===== src/rtl/pwm_align_pkg.sv =====
package pwm_align_pkg;
  localparam int unsigned CNT_W  = 12;
  localparam int unsigned NUM_CH = 6;
  localparam int unsigned SEL_W  = 2;

  typedef enum logic {
    DIR_UP   = 1'b0,
    DIR_DOWN = 1'b1
  } dir_e;
endpackage


===== src/rtl/pwm_prescaler.sv =====
module pwm_prescaler #(
  parameter int unsigned SEL_W = 2
) (
  input  logic             clk_i,
  input  logic             rst_ni,
  input  logic             en_i,
  input  logic [SEL_W-1:0] sel_i,
  output logic             tick_o
);
  localparam int unsigned DIV_W = (1 << SEL_W) - 1;

  logic [DIV_W-1:0] div_q;
  logic [DIV_W-1:0] lim_w;

  assign lim_w  = DIV_W'((32'd1 << sel_i) - 32'd1);
  // >= keeps the divider safe when the select shrinks mid-count
  assign tick_o = en_i && (div_q >= lim_w);

  always_ff @(posedge clk_i or negedge rst_ni) begin
    if (!rst_ni)      div_q <= '0;
    else if (!en_i)   div_q <= '0;
    else if (tick_o)  div_q <= '0;
    else              div_q <= div_q + DIV_W'(1);
  end


  back_to_back_tick_chk: assert property (@(posedge clk_i) disable iff (!rst_ni)
    (tick_o && $past(tick_o)) |-> (sel_i == '0));
endmodule


===== src/rtl/pwm_counter.sv =====
module pwm_counter
  import pwm_align_pkg::*;
#(
  parameter int unsigned CW = 12
) (
  input  logic          clk_i,
  input  logic          rst_ni,
  input  logic          en_i,
  input  logic          tick_i,
  input  logic          center_i,
  input  logic [CW-1:0] mod_i,
  output logic [CW-1:0] cnt_o,
  output logic          wrap_o
);
  logic [CW-1:0] cnt_q, nxt_cnt;
  dir_e          dir_q, nxt_dir;
  logic [CW:0]   inc_w;
  logic          wrap_c;

  assign inc_w = {1'b0, cnt_q} + (CW+1)'(1);

  always_comb begin
    nxt_cnt = cnt_q;
    nxt_dir = dir_q;
    wrap_c  = 1'b0;
    if (center_i) begin
      if (dir_q == DIR_UP && cnt_q < mod_i) begin
        nxt_cnt = inc_w[CW-1:0];
      end else if (cnt_q <= CW'(1)) begin
        // trough: period end
        nxt_cnt = '0;
        nxt_dir = DIR_UP;
        wrap_c  = 1'b1;
      end else begin
        nxt_cnt = cnt_q - CW'(1);
        nxt_dir = DIR_DOWN;
      end
    end else begin
      nxt_dir = DIR_UP;
      if (inc_w >= {1'b0, mod_i}) begin
        nxt_cnt = '0;
        wrap_c  = 1'b1;
      end else begin
        nxt_cnt = inc_w[CW-1:0];
      end
    end
  end

  always_ff @(posedge clk_i or negedge rst_ni) begin
    if (!rst_ni) begin
      cnt_q <= '0;
      dir_q <= DIR_UP;
    end else if (!en_i) begin
      cnt_q <= '0;
      dir_q <= DIR_UP;
    end else if (tick_i) begin
      cnt_q <= nxt_cnt;
      dir_q <= nxt_dir;
    end
  end

  assign cnt_o  = cnt_q;
  assign wrap_o = tick_i && wrap_c;


  cnt_in_range_chk: assert property (@(posedge clk_i) disable iff (!rst_ni)
    (cnt_q == '0) || (cnt_q <= mod_i));

  cnt_hold_chk: assert property (@(posedge clk_i) disable iff (!rst_ni)
    (en_i && !tick_i) |=> $stable(cnt_q));

  wrap_to_zero_chk: assert property (@(posedge clk_i) disable iff (!rst_ni)
    wrap_o |=> (cnt_q == '0));
endmodule


===== src/rtl/pwm_shadow.sv =====
module pwm_shadow #(
  parameter int unsigned CW  = 12,
  parameter int unsigned NCH = 6
) (
  input  logic              clk_i,
  input  logic              rst_ni,
  input  logic              en_i,
  input  logic              load_i,
  input  logic              wrap_i,
  input  logic [CW-1:0]     mod_i,
  input  logic [NCH*CW-1:0] duty_i,
  output logic [CW-1:0]     mod_o,
  output logic [NCH*CW-1:0] duty_o
);
  logic [CW-1:0]     mod_hold_q, mod_act_q;
  logic [NCH*CW-1:0] duty_hold_q, duty_act_q;
  logic              pend_q;
  logic              commit_w;

  assign commit_w = pend_q && (wrap_i || !en_i);

  always_ff @(posedge clk_i or negedge rst_ni) begin
    if (!rst_ni) begin
      mod_hold_q  <= '0;
      duty_hold_q <= '0;
      mod_act_q   <= '0;
      duty_act_q  <= '0;
      pend_q      <= 1'b0;
    end else begin
      if (commit_w) begin
        mod_act_q  <= mod_hold_q;
        duty_act_q <= duty_hold_q;
      end
      if (load_i) begin
        mod_hold_q  <= mod_i;
        duty_hold_q <= duty_i;
        pend_q      <= 1'b1;
      end else if (commit_w) begin
        pend_q      <= 1'b0;
      end
    end
  end

  assign mod_o  = mod_act_q;
  assign duty_o = duty_act_q;


  no_spurious_update_chk: assert property (@(posedge clk_i) disable iff (!rst_ni)
    !pend_q |=> ($stable(mod_act_q) && $stable(duty_act_q)));

  commit_value_chk: assert property (@(posedge clk_i) disable iff (!rst_ni)
    commit_w |=> ((mod_act_q == $past(mod_hold_q)) && (duty_act_q == $past(duty_hold_q))));
endmodule


===== src/rtl/pwm_compare.sv =====
module pwm_compare #(
  parameter int unsigned CW = 12
) (
  input  logic          en_i,
  input  logic [CW-1:0] cnt_i,
  input  logic [CW-1:0] mod_i,
  input  logic [CW-1:0] duty_i,
  output logic          pwm_o
);
  logic full_w;

  assign full_w = (duty_i >= mod_i);
  assign pwm_o  = en_i && (duty_i != '0) && (full_w || (cnt_i < duty_i));
endmodule


===== src/rtl/pwm_align_gen.sv =====
module pwm_align_gen
  import pwm_align_pkg::*;
#(
  parameter int unsigned P_CNT_W  = CNT_W,
  parameter int unsigned P_NUM_CH = NUM_CH,
  parameter int unsigned P_SEL_W  = SEL_W
) (
  input  logic                        clk_i,
  input  logic                        rst_ni,
  input  logic                        en_i,
  input  logic [P_SEL_W-1:0]          presc_sel_i,
  input  logic                        center_i,
  input  logic [P_CNT_W-1:0]          mod_i,
  input  logic [P_NUM_CH*P_CNT_W-1:0] duty_i,
  input  logic                        load_i,
  output logic [P_NUM_CH-1:0]         pwm_o,
  output logic                        reload_o
);
  logic                        tick_w;
  logic                        wrap_w;
  logic [P_CNT_W-1:0]          cnt_w;
  logic [P_CNT_W-1:0]          mod_act_w;
  logic [P_NUM_CH*P_CNT_W-1:0] duty_act_w;

  pwm_prescaler #(.SEL_W(P_SEL_W)) u_presc (
    .clk_i  (clk_i),
    .rst_ni (rst_ni),
    .en_i   (en_i),
    .sel_i  (presc_sel_i),
    .tick_o (tick_w)
  );

  pwm_counter #(.CW(P_CNT_W)) u_cnt (
    .clk_i    (clk_i),
    .rst_ni   (rst_ni),
    .en_i     (en_i),
    .tick_i   (tick_w),
    .center_i (center_i),
    .mod_i    (mod_act_w),
    .cnt_o    (cnt_w),
    .wrap_o   (wrap_w)
  );

  pwm_shadow #(.CW(P_CNT_W), .NCH(P_NUM_CH)) u_shadow (
    .clk_i  (clk_i),
    .rst_ni (rst_ni),
    .en_i   (en_i),
    .load_i (load_i),
    .wrap_i (wrap_w),
    .mod_i  (mod_i),
    .duty_i (duty_i),
    .mod_o  (mod_act_w),
    .duty_o (duty_act_w)
  );

  for (genvar k = 0; k < P_NUM_CH; k++) begin : g_ch
    pwm_compare #(.CW(P_CNT_W)) u_cmp (
      .en_i   (en_i),
      .cnt_i  (cnt_w),
      .mod_i  (mod_act_w),
      .duty_i (duty_act_w[k*P_CNT_W +: P_CNT_W]),
      .pwm_o  (pwm_o[k])
    );
  end

  assign reload_o = wrap_w;


  idle_quiet_chk: assert property (@(posedge clk_i) disable iff (!rst_ni)
    !en_i |-> (!reload_o && (pwm_o == '0)));
endmodule


===== config.mk =====
export PLATFORM = sky130hd
export DESIGN_NAME = pwm_align_gen
export DESIGN_NICKNAME = d
export VERILOG_FILES = /design/src/rtl/pwm_align_pkg.sv /design/src/rtl/pwm_prescaler.sv /design/src/rtl/pwm_counter.sv /design/src/rtl/pwm_shadow.sv /design/src/rtl/pwm_compare.sv /design/src/rtl/pwm_align_gen.sv
export SDC_FILE = /design/constraint.sdc
export NUM_CORES = 1
export LEC_CHECK = 0
export BUFFER_PORTS_ARGS = -buffer_cell sky130_fd_sc_hd__buf_4
export CAP_MARGIN = 20
export CORE_MARGIN = 2
export CORE_UTILIZATION = 33
export CTS_BUF_LIST = sky130_fd_sc_hd__clkbuf_8
export DETAILED_ROUTE_END_ITERATION = 10
export PLACE_DENSITY = 0.6
export SETUP_SLACK_MARGIN = 0.02
export SLEW_MARGIN = 20
export SYNTH_ARGS = -nofsm -noshare
export SYNTH_HDL_FRONTEND = slang
export SYNTH_SLANG_ARGS = --single-unit

===== constraint.sdc =====
create_clock -name clk_i -period 11.39 [get_ports clk_i]
set_input_delay 0.5695 -clock clk_i [delete_from_list [all_inputs] [get_ports clk_i]]
set_output_delay 0.5695 -clock clk_i [all_outputs]
set_load 0.01 [all_outputs]

==> flow_metrics.tcl, run 1 <==
set metrics [dict create \
    status "finished clean" \
    whs_ns 0.08421 \
    synth_area_leader_cell "dfrtp_1" \
    die_height_um 192.5 \
    syn-cell-area_sq_mm 0.01172 \
    antenna_found_initial 0 \
    clockBufferDepth 2 \
    cts.clk_slew.worst_paths_ns 0.11 \
    hold_buffers 0 \
    clkPwrFrac_pct 18.6 \
    period_minus_slack_ns 5.204 \
    diodes 0 \
    ys.flop_type "dfrtp_1" \
    worstPathRequired_ns 11.76 \
    antenna_left 0 \
    r2r-start "u_cnt.cnt_o[2]" \
    synth_xor_area_share_pct 0.9712 \
    power_frac_seq_pct 40.1 \
    hpwl_um 20680 \
    yosysUniqueCellTypes 59 \
    synth_fa_ha_area_share_pct 18.04 \
    min_path_type "primary input to asynchronous set/reset pin" \
    grt_max_degree 70 \
    combPwrFrac_pct 41.3 \
    relSlewSlack_pct 38.52 \
    timing.fmax_mhz 192.2 \
    vdd_drop_max_mv 0.09410 \
    cp_max_fo 45 \
    coreArea_sq_mm 0.03531 \
    place_area_sq_mm 0.01286 \
    nets 1365 \
    worstMarginPinSlew_ns 0.9223 \
    yosys-top-cells-area "dfrtp_1 (39%), ha_1 (18%), mux2_2 (10%)" \
    p_switching_uw 963.3 \
    clk_latency_ns 0.48 \
    dr.pass1.iters 5 \
    post_cts.repair.setup_buffers 0 \
    crit_path_start_kind "flip-flop" \
    worst-setup-path-type "flip-flop to flip-flop" \
    vias 8188 \
    r2r_cells 13 \
    start_util_pct 33.20 \
    p_sw_share_pct 40.24 \
    hold_viol_final 0 \
    cts_tree "built" \
    track_usage_pct 16.65 \
    cts-root-buf "clkbuf_8" \
    grt_pass1_vias 8508 \
    timing.critical_path.to "u_shadow.duty_o[12]" \
    synth_top_family_by_area "multiplexers" \
    critPathLaunch "u_cnt.cnt_o[2]" \
    place.gp.congestion 0.8596 \
    synth_top_area_share_pct 39.49 \
    cts_resized 0 \
    synth_compound_area_share_pct 10.74 \
    cts_sinks 185 \
    syn_area_per_cell_sq_um 11.49 \
    intPower_uw 1431 \
    synth_cells 1020 \
    arrival_ns 5.58 \
    dp_cells 1547 \
    synth_common_cells "dfrtp_1 (185), ha_1 (169), mux2_2 (108)" \
    ys_warn_count 0 \
    synth_edf_count 0 \
    final.period_utilization_pct 45.69 \
    drive_above_1_share_pct 28.35 \
    end_kind "flip-flop" \
    synth_nets 1280 \
    wl_um 29380 \
    setup_tns_ns 0 \
    area_delta_synth_final_pct 13.04 \
    synthArstFlopShare_pct 100.0 \
    skew_ns 0.02458 \
    vias_per_cell 5.186 \
    dieArea_sq_mm 0.03705 \
    drv_cap 0 \
    design_area_sq_mm 0.01325 \
    ys_seq_area_share_pct 39.49 \
    finalSetupViolCount 0 \
    cts_made_buffers 17 \
    drtIter0Drc 479 \
    r2r_slack_ns 6.19 \
    yosys-mux-area-fraction_pct 18.14 \
    grt_pass1_wl_um 47210 \
    io_buffers 97 \
    fillers 3428 \
    ioPinCount 98 \
    grt_overflow 0 \
    utilization_pct 37.53 \
    stdcell_count 1579 \
    rsz0062_at_grt "no" \
    drv_slew 0 \
    cts-htree-levels 4 \
    r2r_end "u_shadow.duty_o[12]" \
    yosys.area_share.simple_pct 7.663 \
    p_per_area_mw_per_mm2 180.6 \
    leakage_uw 0.006487 \
    synth_most_common_cell "dfrtp_1" \
    die_w_um 192.5 \
    synth-seq-cells 185 \
    wl_per_cell_um 18.60 \
    rows 69 \
    post-route-drc-count 0 \
]
cell usage in the layout, fill, tap and decap left out, types with 3 or more instances in the layout:
cell	n
inv_1	93
nor4b_1	6
a2111oi_0	6
mux2_2	108
dfrtp_1	185
a211oi_1	21
o31ai_1	8
nand4_1	5
inv_6	3
and3_1	3
o2111ai_1	12
a21o_1	23
mux2_4	60
nor2_1	38
nor3_1	19
xnor2_1	11
o21a_1	12
nand2b_1	6
ha_1	169
o311a_1	3
or2_2	3
nand2_1	26
o21ai_0	30
inv_8	4
o211ai_1	6
nor4_1	19
a21oi_1	27
clkinv_4	4
clkbuf_8	19
a21boi_0	8
buf_4	103
a31oi_1	11
nand3_1	30
metal layers:
| metal | vias to the layer above | share of wire [%] | GRT usage, % |
|---|---|---|---|
| met5 | - | 0 | 0 |
| met4 | 0 | 2.6 | 6.107 |
| met3 | 45 | 3.9 | 2.873 |
| met2 | 190 | 46 | 27.08 |
| met1 | 4050 | 47 | 22.19 |
| li1 | 3903 | - | - |
cell families (layout without fill, tap and decap cells):
kind of cell,count (synthesis),in the layout
buf+inv,132,230
flops,185,185
xor+xnor,13,13
compound gates,181,181
mux,169,169
fa+ha+maj,169,169
simple gates,171,171
critical path, cell delays in order (launching register included):
cell	delay, ns
dfrtp_1	0.84
nand3_1	0.35
nor2_1	0.37
nand3_1	0.21
xnor2_1	0.20
ha_1	0.18
a21o_1	0.18
a211oi_1	0.23
o21ai_0	0.14
nor3_2	0.47
o41ai_2	0.17
nand2_4	0.56
buf_4	0.68
mux2_2	0.41
how the worst min path moves through the flow:
stage | cells past startpoint | start | slack [ns] | endpoint
after floorplan | 0 | rst_ni | 0.27 | u_cnt.cnt_o[0]
after global placement | 1 | u_presc.div_q[0] | 0.47 | u_presc.div_q[0]
after detailed placement | 1 | u_presc.div_q[0] | 0.47 | u_presc.div_q[0]
after CTS | 1 | rst_ni | 0.09 | u_shadow.duty_hold_q[29]
after global routing | 1 | rst_ni | 0.09 | u_shadow.duty_o[30]
final | 1 | rst_ni | 0.08 | u_shadow.duty_hold_q[29]
cell type report:
class	count	area [sq um]	share of cell area, %
Clock buffer	19	261.5	1.973
Tap cell	461	576.8	4.352
Timing Repair Buffer	104	784.5	5.920
Clock inverter	13	127.6	0.9630
Sequential cell	185	4629	34.93
Multi-Input combinational cell	703	6520	49.20
Inverter	94	352.8	2.662
metrics by stage:
stage          setup WS [ns]  power [uW]
2_1_floorplan          7.608        1640
3_3_place_gp           6.363        1919
3_5_place_dp           6.272        1956
4_1_cts                6.221        2414
5_1_grt                5.875        2602
6_report               6.186        2394
sequential cells by signal, indices dropped and copies added, names as in the netlist:
name / flops
u_presc.div_q: 3
u_shadow.duty_o: 72
u_shadow.duty_hold_q: 72
u_cnt.dir_q: 1
u_shadow.mod_hold_q: 12
u_cnt.cnt_o: 12
u_shadow.mod_o: 12
u_shadow.pend_q: 1
power groups by stage:
| stage | combinational [uW] | clock, uW | sequential [uW] |
|---|---|---|---|
| 4_1_cts | 991 | 463 | 960 |
| 3_3_place_gp | 949 | 0 | 970 |
| 6_report | 989 | 445 | 960 |
| 3_5_place_dp | 984 | 0 | 972 |
| 5_1_grt | 1130 | 490 | 981 |
| 2_1_floorplan | 753 | 0 | 887 |
Power figures use the tool's default switching activity.
==> run 2: changes to the inputs <==
Clock period 11.39 ns to 4.9 ns, I/O delays scaled along.
==> run 2 against run 1 <==
Against the previous run: register-to-register slack lost 5.3 ns; global-route usage grew 0.22 points; total power grew 140%; non-clock buffer count grew 92; first-iteration DRC count shrank 9.0%; sequential power grew 130%; count of clock-buffer cells in the layout shrank 2.
==> flow_metrics.tcl, run 2 (synthesis results as in run 1) <==
set metrics [dict create \
    dr.pass1.iters 6 \
    critPathBufInv 1 \
    crit_path_start_kind "flip-flop" \
    worstPathRequired_ns 4.66 \
    nets 1457 \
    status "finished clean" \
    antenna_found_initial 0 \
    p_per_area_mw_per_mm2 398.5 \
    cts-htree-levels 4 \
    post_cts.repair.setup_buffers 0 \
    fillers 3354 \
    die_height_um 192.5 \
    clockBufferDepth 2 \
    die_w_um 192.5 \
    drt-met1-wl_um 13810 \
    dieArea_sq_mm 0.03705 \
    route.met2.wl_um 14580 \
    rsz0062_at_grt "no" \
    finalSetupViolCount 0 \
    grt_max_degree 109 \
    area_delta_synth_final_pct 21.07 \
    final.period_utilization_pct 90.21 \
    start_util_pct 33.20 \
    track_usage_pct 16.87 \
    crit_chain "nand3_1 > nor2_1 > nand4_1 > xnor2_1 > ha_1 > nand3_1 > a211o_1 > a31oi_1 > nor3_2 > or2_2 > nor3_1 > buf_4" \
    wl_met3_um 1094 \
    cts.clk_slew.worst_paths_ns 0.11 \
    cts-root-buf "clkbuf_8" \
    worst-setup-path-type "flip-flop to primary output" \
    vias 8456 \
    coreArea_sq_mm 0.03531 \
    drv_cap 0 \
    crit_family "simple AND/OR/NAND/NOR gates" \
    ioPinCount 98 \
    setup_tns_ns 0 \
    crit_top_cell "nand3_1" \
    leakage_uw 0.006889 \
    clk_latency_ns 0.48 \
    grt_overflow 0 \
    worstMarginPinSlew_ns 0.8094 \
    cp_slowest_cell "dfrtp_1" \
    cts_tree "built" \
    cp_max_fo 15 \
    cts_sinks 185 \
    skew_ns 0.02421 \
    diodes 0 \
    highest_layer "met4" \
    wl_per_cell_um 18.10 \
    period_minus_slack_ns 4.420 \
    grt_pass1_wl_um 47750 \
    drv_slew 0 \
    cts_made_buffers 17 \
    layout_common_cells "dfrtp_1 (185), ha_1 (169), buf_4 (109)" \
    hold_viol_final 0 \
    io_buffers 97 \
    antenna_left 0 \
    drive_above_1_share_pct 26.86 \
    post-route-drc-count 0 \
    vias_per_cell 5.060 \
    final_common_cell "dfrtp_1" \
    timing.fmax_mhz 226.2 \
    rows 69 \
    end_kind "primary output" \
    vdd_drop_max_mv 0.1725 \
    hpwl_um 20970 \
    drtIter0Drc 436 \
    arrival_ns 4.18 \
    grt_pass1_vias 8607 \
    min_path_type "primary input to flip-flop" \
    relSlewSlack_pct 46.04 \
    whs_ns 0.02571 \
    place.gp.congestion 0.8613 \
    wl_um 30250 \
    cp_slowest_stage_delay_ns 0.71 \
]
-- run 2: path summary, 6_finish.rpt --
kind                                  startpoint  depth (start not counted)                       end  slack, ns
worst max-delay path              u_cnt.cnt_o[1]                         12                  reload_o       0.48
worst min-delay path                  duty_i[23]                          2  u_shadow.duty_hold_q[23]       0.03
worst max register to register    u_cnt.cnt_o[1]                         13       u_shadow.duty_o[21]       0.84
worst min register to register  u_presc.div_q[0]                          1          u_presc.div_q[0]       0.48
max in group asynchronous                 rst_ni                          3    u_shadow.mod_hold_q[4]       3.94
min in group asynchronous                 rst_ni                          2       u_shadow.duty_o[37]       0.22
-- run 2: cell type report --
class                   count  area (sq um)  area share, %
clock inverters            15         142.6          1.005
clock buffers              17         234.0          1.648
multi-input cells         703          6520          45.94
well taps                 461         576.8          4.064
flip-flops and latches    185          4629          32.62
repair buffers            196          1738          12.24
inverters                  94         352.8          2.486
-- run 2: metrics by stage --
| step | cells | utilization, % | cell area (sq um) | power (uW) | setup slack [ns] |
|---|---|---|---|---|---|
| after floorplan | 1020 | - | 11720 | 3811 | 1.340 |
| after global placement | 1556 | 36.73 | 12970 | 4479 | 0.9552 |
| after detailed placement | 1556 | 36.73 | 12970 | 4575 | 0.9325 |
| after CTS | 1670 | 40.12 | 14170 | 5689 | 0.4485 |
| after global routing | 1671 | 40.20 | 14190 | 6119 | 0.1277 |
| final | 1671 | 40.20 | 14190 | 5656 | 0.4799 |
-- run 2: timing repair --
item / in CTS / in global routing
gates resized for setup: 0 / 0
hold buffers: 82 / 0
hold endpoints to repair: 188 / 0
-- run 2: worst reg2reg max path, cell delays in order, from the launching register on --
cell,delay [ns]
dfrtp_1,0.71
nand3_1,0.30
nor2_1,0.34
nand3_1,0.19
xnor2_1,0.17
ha_1,0.19
a21o_1,0.17
a211oi_1,0.21
o21ai_0,0.13
nor3_2,0.51
o41ai_2,0.18
nand2_4,0.13
buf_12,0.28
mux2_2,0.44
-- run 2: power by group --
group | internal [uW] | total [uW] | switching [uW]
Clock | 413 | 1030 | 618
Sequential | 1810 | 2180 | 368
Combinational | 1180 | 2450 | 1260
-- run 2: metal layers --
metal,vias to the layer above,track usage [%]
li1,4080,-
met1,4146,22.24
met2,183,28.15
met3,47,2.528
met4,0,5.872
met5,-,0
==> run 3: changes to the inputs <==
Settings changed: BUFFER_PORTS_ARGS -buffer_cell sky130_fd_sc_hd__buf_4 to -buffer_cell sky130_fd_sc_hd__buf_2.
==> run 3 against run 2 <==
Against the previous run: sequential share of layout area up 0.56 points; setup slack gained 0.43 ns; via count rose by 0.53%; sequential cell count unchanged; routed wire length fell by 1.5%; core utilization fell by 0.68 points; largest cell class unchanged.
==> flow_metrics.tcl, run 3 (synthesis results as in run 1) <==
set metrics [dict create \
    end_kind "primary output" \
    utilization_pct 39.52 \
    diodes 0 \
    crit_chain "nand3_1 > nor2_1 > nand3_1 > xnor2_1 > ha_1 > nand4_1 > a211o_1 > a31oi_1 > nor3_2 > or2_2 > nor3_1 > buf_2" \
    antenna_left 0 \
    post-route-drc-count 0 \
    io_buffers 97 \
    relSlewSlack_pct 41.61 \
    arrival_ns 3.74 \
    timing.fmax_mhz 250.8 \
    status "finished clean" \
    finalSetupViolCount 0 \
    area_delta_synth_final_pct 19.02 \
    p_per_area_mw_per_mm2 399.9 \
    min_path_type "primary input to flip-flop" \
    intPower_uw 3344 \
    drv_cap 0 \
    place.gp.congestion 0.8796 \
    ioPinCount 98 \
    whs_ns 0.03807 \
    final.period_utilization_pct 81.38 \
    p_sw_share_pct 40.07 \
    wl_per_cell_um 17.80 \
    cp_slowest_cell "dfrtp_1" \
    start_util_pct 33.20 \
    grt_overflow 0 \
    register_area_sq_mm 0.004629 \
    cts_resized 0 \
    hold_viol_final 0 \
    hold_buffers 84 \
    drtIter0Drc 437 \
    critPathBufInv 1 \
    fillers 3377 \
    power_frac_seq_pct 38.7 \
    clk_latency_ns 0.49 \
    final_common_cell "dfrtp_1" \
    clkPwrFrac_pct 17.9 \
    worst-setup-path-type "flip-flop to primary output" \
    p_switching_uw 2236 \
    dieArea_sq_mm 0.03705 \
    rows 69 \
    dr.pass1.iters 5 \
    vias 8501 \
    die_w_um 192.5 \
    vdd_drop_max_mv 0.1662 \
    die_height_um 192.5 \
    clockBufferDepth 2 \
    drv_slew 0 \
    cts.clk_slew.worst_paths_ns 0.11 \
    grt_max_degree 101 \
    layout_common_cells "dfrtp_1 (185), ha_1 (169), mux2_2 (108)" \
    worstPathRequired_ns 4.66 \
    cts_made_buffers 17 \
    combPwrFrac_pct 43.3 \
    cts-root-buf "clkbuf_8" \
    track_usage_pct 16.98 \
    hpwl_um 20970 \
    fin_total_pwr_uw 5580 \
    nets 1460 \
    multi_input_area_sq_mm 0.006520 \
    cts_sinks 185 \
    crit_path_start_kind "flip-flop" \
    grt_pass1_vias 8706 \
    crit_family "simple AND/OR/NAND/NOR gates" \
    rsz0062_at_grt "no" \
    period_minus_slack_ns 3.988 \
    grt_pass1_wl_um 48120 \
    drive_above_1_share_pct 26.96 \
    skew_ns 0.02394 \
    wl_um 29800 \
    cts-htree-levels 4 \
    worstMarginPinSlew_ns 0.8758 \
    vias_per_cell 5.078 \
    antenna_found_initial 0 \
    setup_tns_ns 0 \
    coreArea_sq_mm 0.03531 \
    cts_tree "built" \
    cp_slowest_stage_delay_ns 0.50 \
    post_cts.repair.setup_buffers 0 \
    cp_max_fo 9 \
    leakage_uw 0.006815 \
    crit_top_cell "nand3_1" \
]
==> run 3: cell count changes in the layout (fill, tap and decap cells not counted), sizes merged <==
cell	before	now
buf	114	115
dlygate4sd3	82	84
bufinv	1	0
inv	101	102
clkinv	3	5
clkinvlp	4	2
==> run 3: metrics by stage <==
| stage | instance area, sq um | instances | setup slack [ns] |
|---|---|---|---|
| 6_report | 13950 | 1674 | 0.9123 |
| 5_1_grt | 13950 | 1674 | 0.6164 |
| 4_1_cts | 13950 | 1674 | 0.8464 |
| 3_5_place_dp | 12750 | 1558 | 1.186 |
| 3_3_place_gp | 12750 | 1558 | 1.203 |
| 2_1_floorplan | 11720 | 1020 | 1.340 |
==> run 3: path summary, 6_finish.rpt <==
path                       cells past startpoint  slack [ns]                        to              from
hold reg to reg                                1        0.49          u_presc.div_q[0]  u_presc.div_q[0]
max in group asynchronous                      3        3.51         u_shadow.mod_o[3]            rst_ni
hold / removal                                 2        0.04  u_shadow.duty_hold_q[22]        duty_i[22]
setup / recovery                              12        0.91                  reload_o    u_cnt.cnt_o[0]
setup reg to reg                              13        1.16       u_shadow.duty_o[20]    u_cnt.cnt_o[0]
min in group asynchronous                      2        0.35       u_shadow.duty_o[30]            rst_ni
==> run 3: area by class of cell <==
type	count	area share (%)
multi-input cells	703	46.73
flip-flops and latches	185	33.18
repair buffers	199	10.81
well taps	461	4.134
inverters	94	2.529
clock buffers	17	1.677
clock inverters	15	0.9505
==> run 3: power groups by stage <==
stage | Clock (uW) | Combinational (uW) | Sequential [uW]
floorplan | 0 | 1750 | 2060
global placement | 0 | 2280 | 2190
detailed placement | 0 | 2360 | 2190
CTS | 1050 | 2420 | 2170
global route | 1110 | 2750 | 2210
finish | 1000 | 2420 | 2160
==> run 3: per-layer routing <==
metal / up-vias / track usage [%] / wire [um]
met3: 39 / 2.982 / 1386
met5: - / 0 / 0
met2: 210 / 28.02 / 14220
li1: 4086 / - / -
met4: 0 / 6.224 / 718
met1: 4166 / 22.25 / 13480
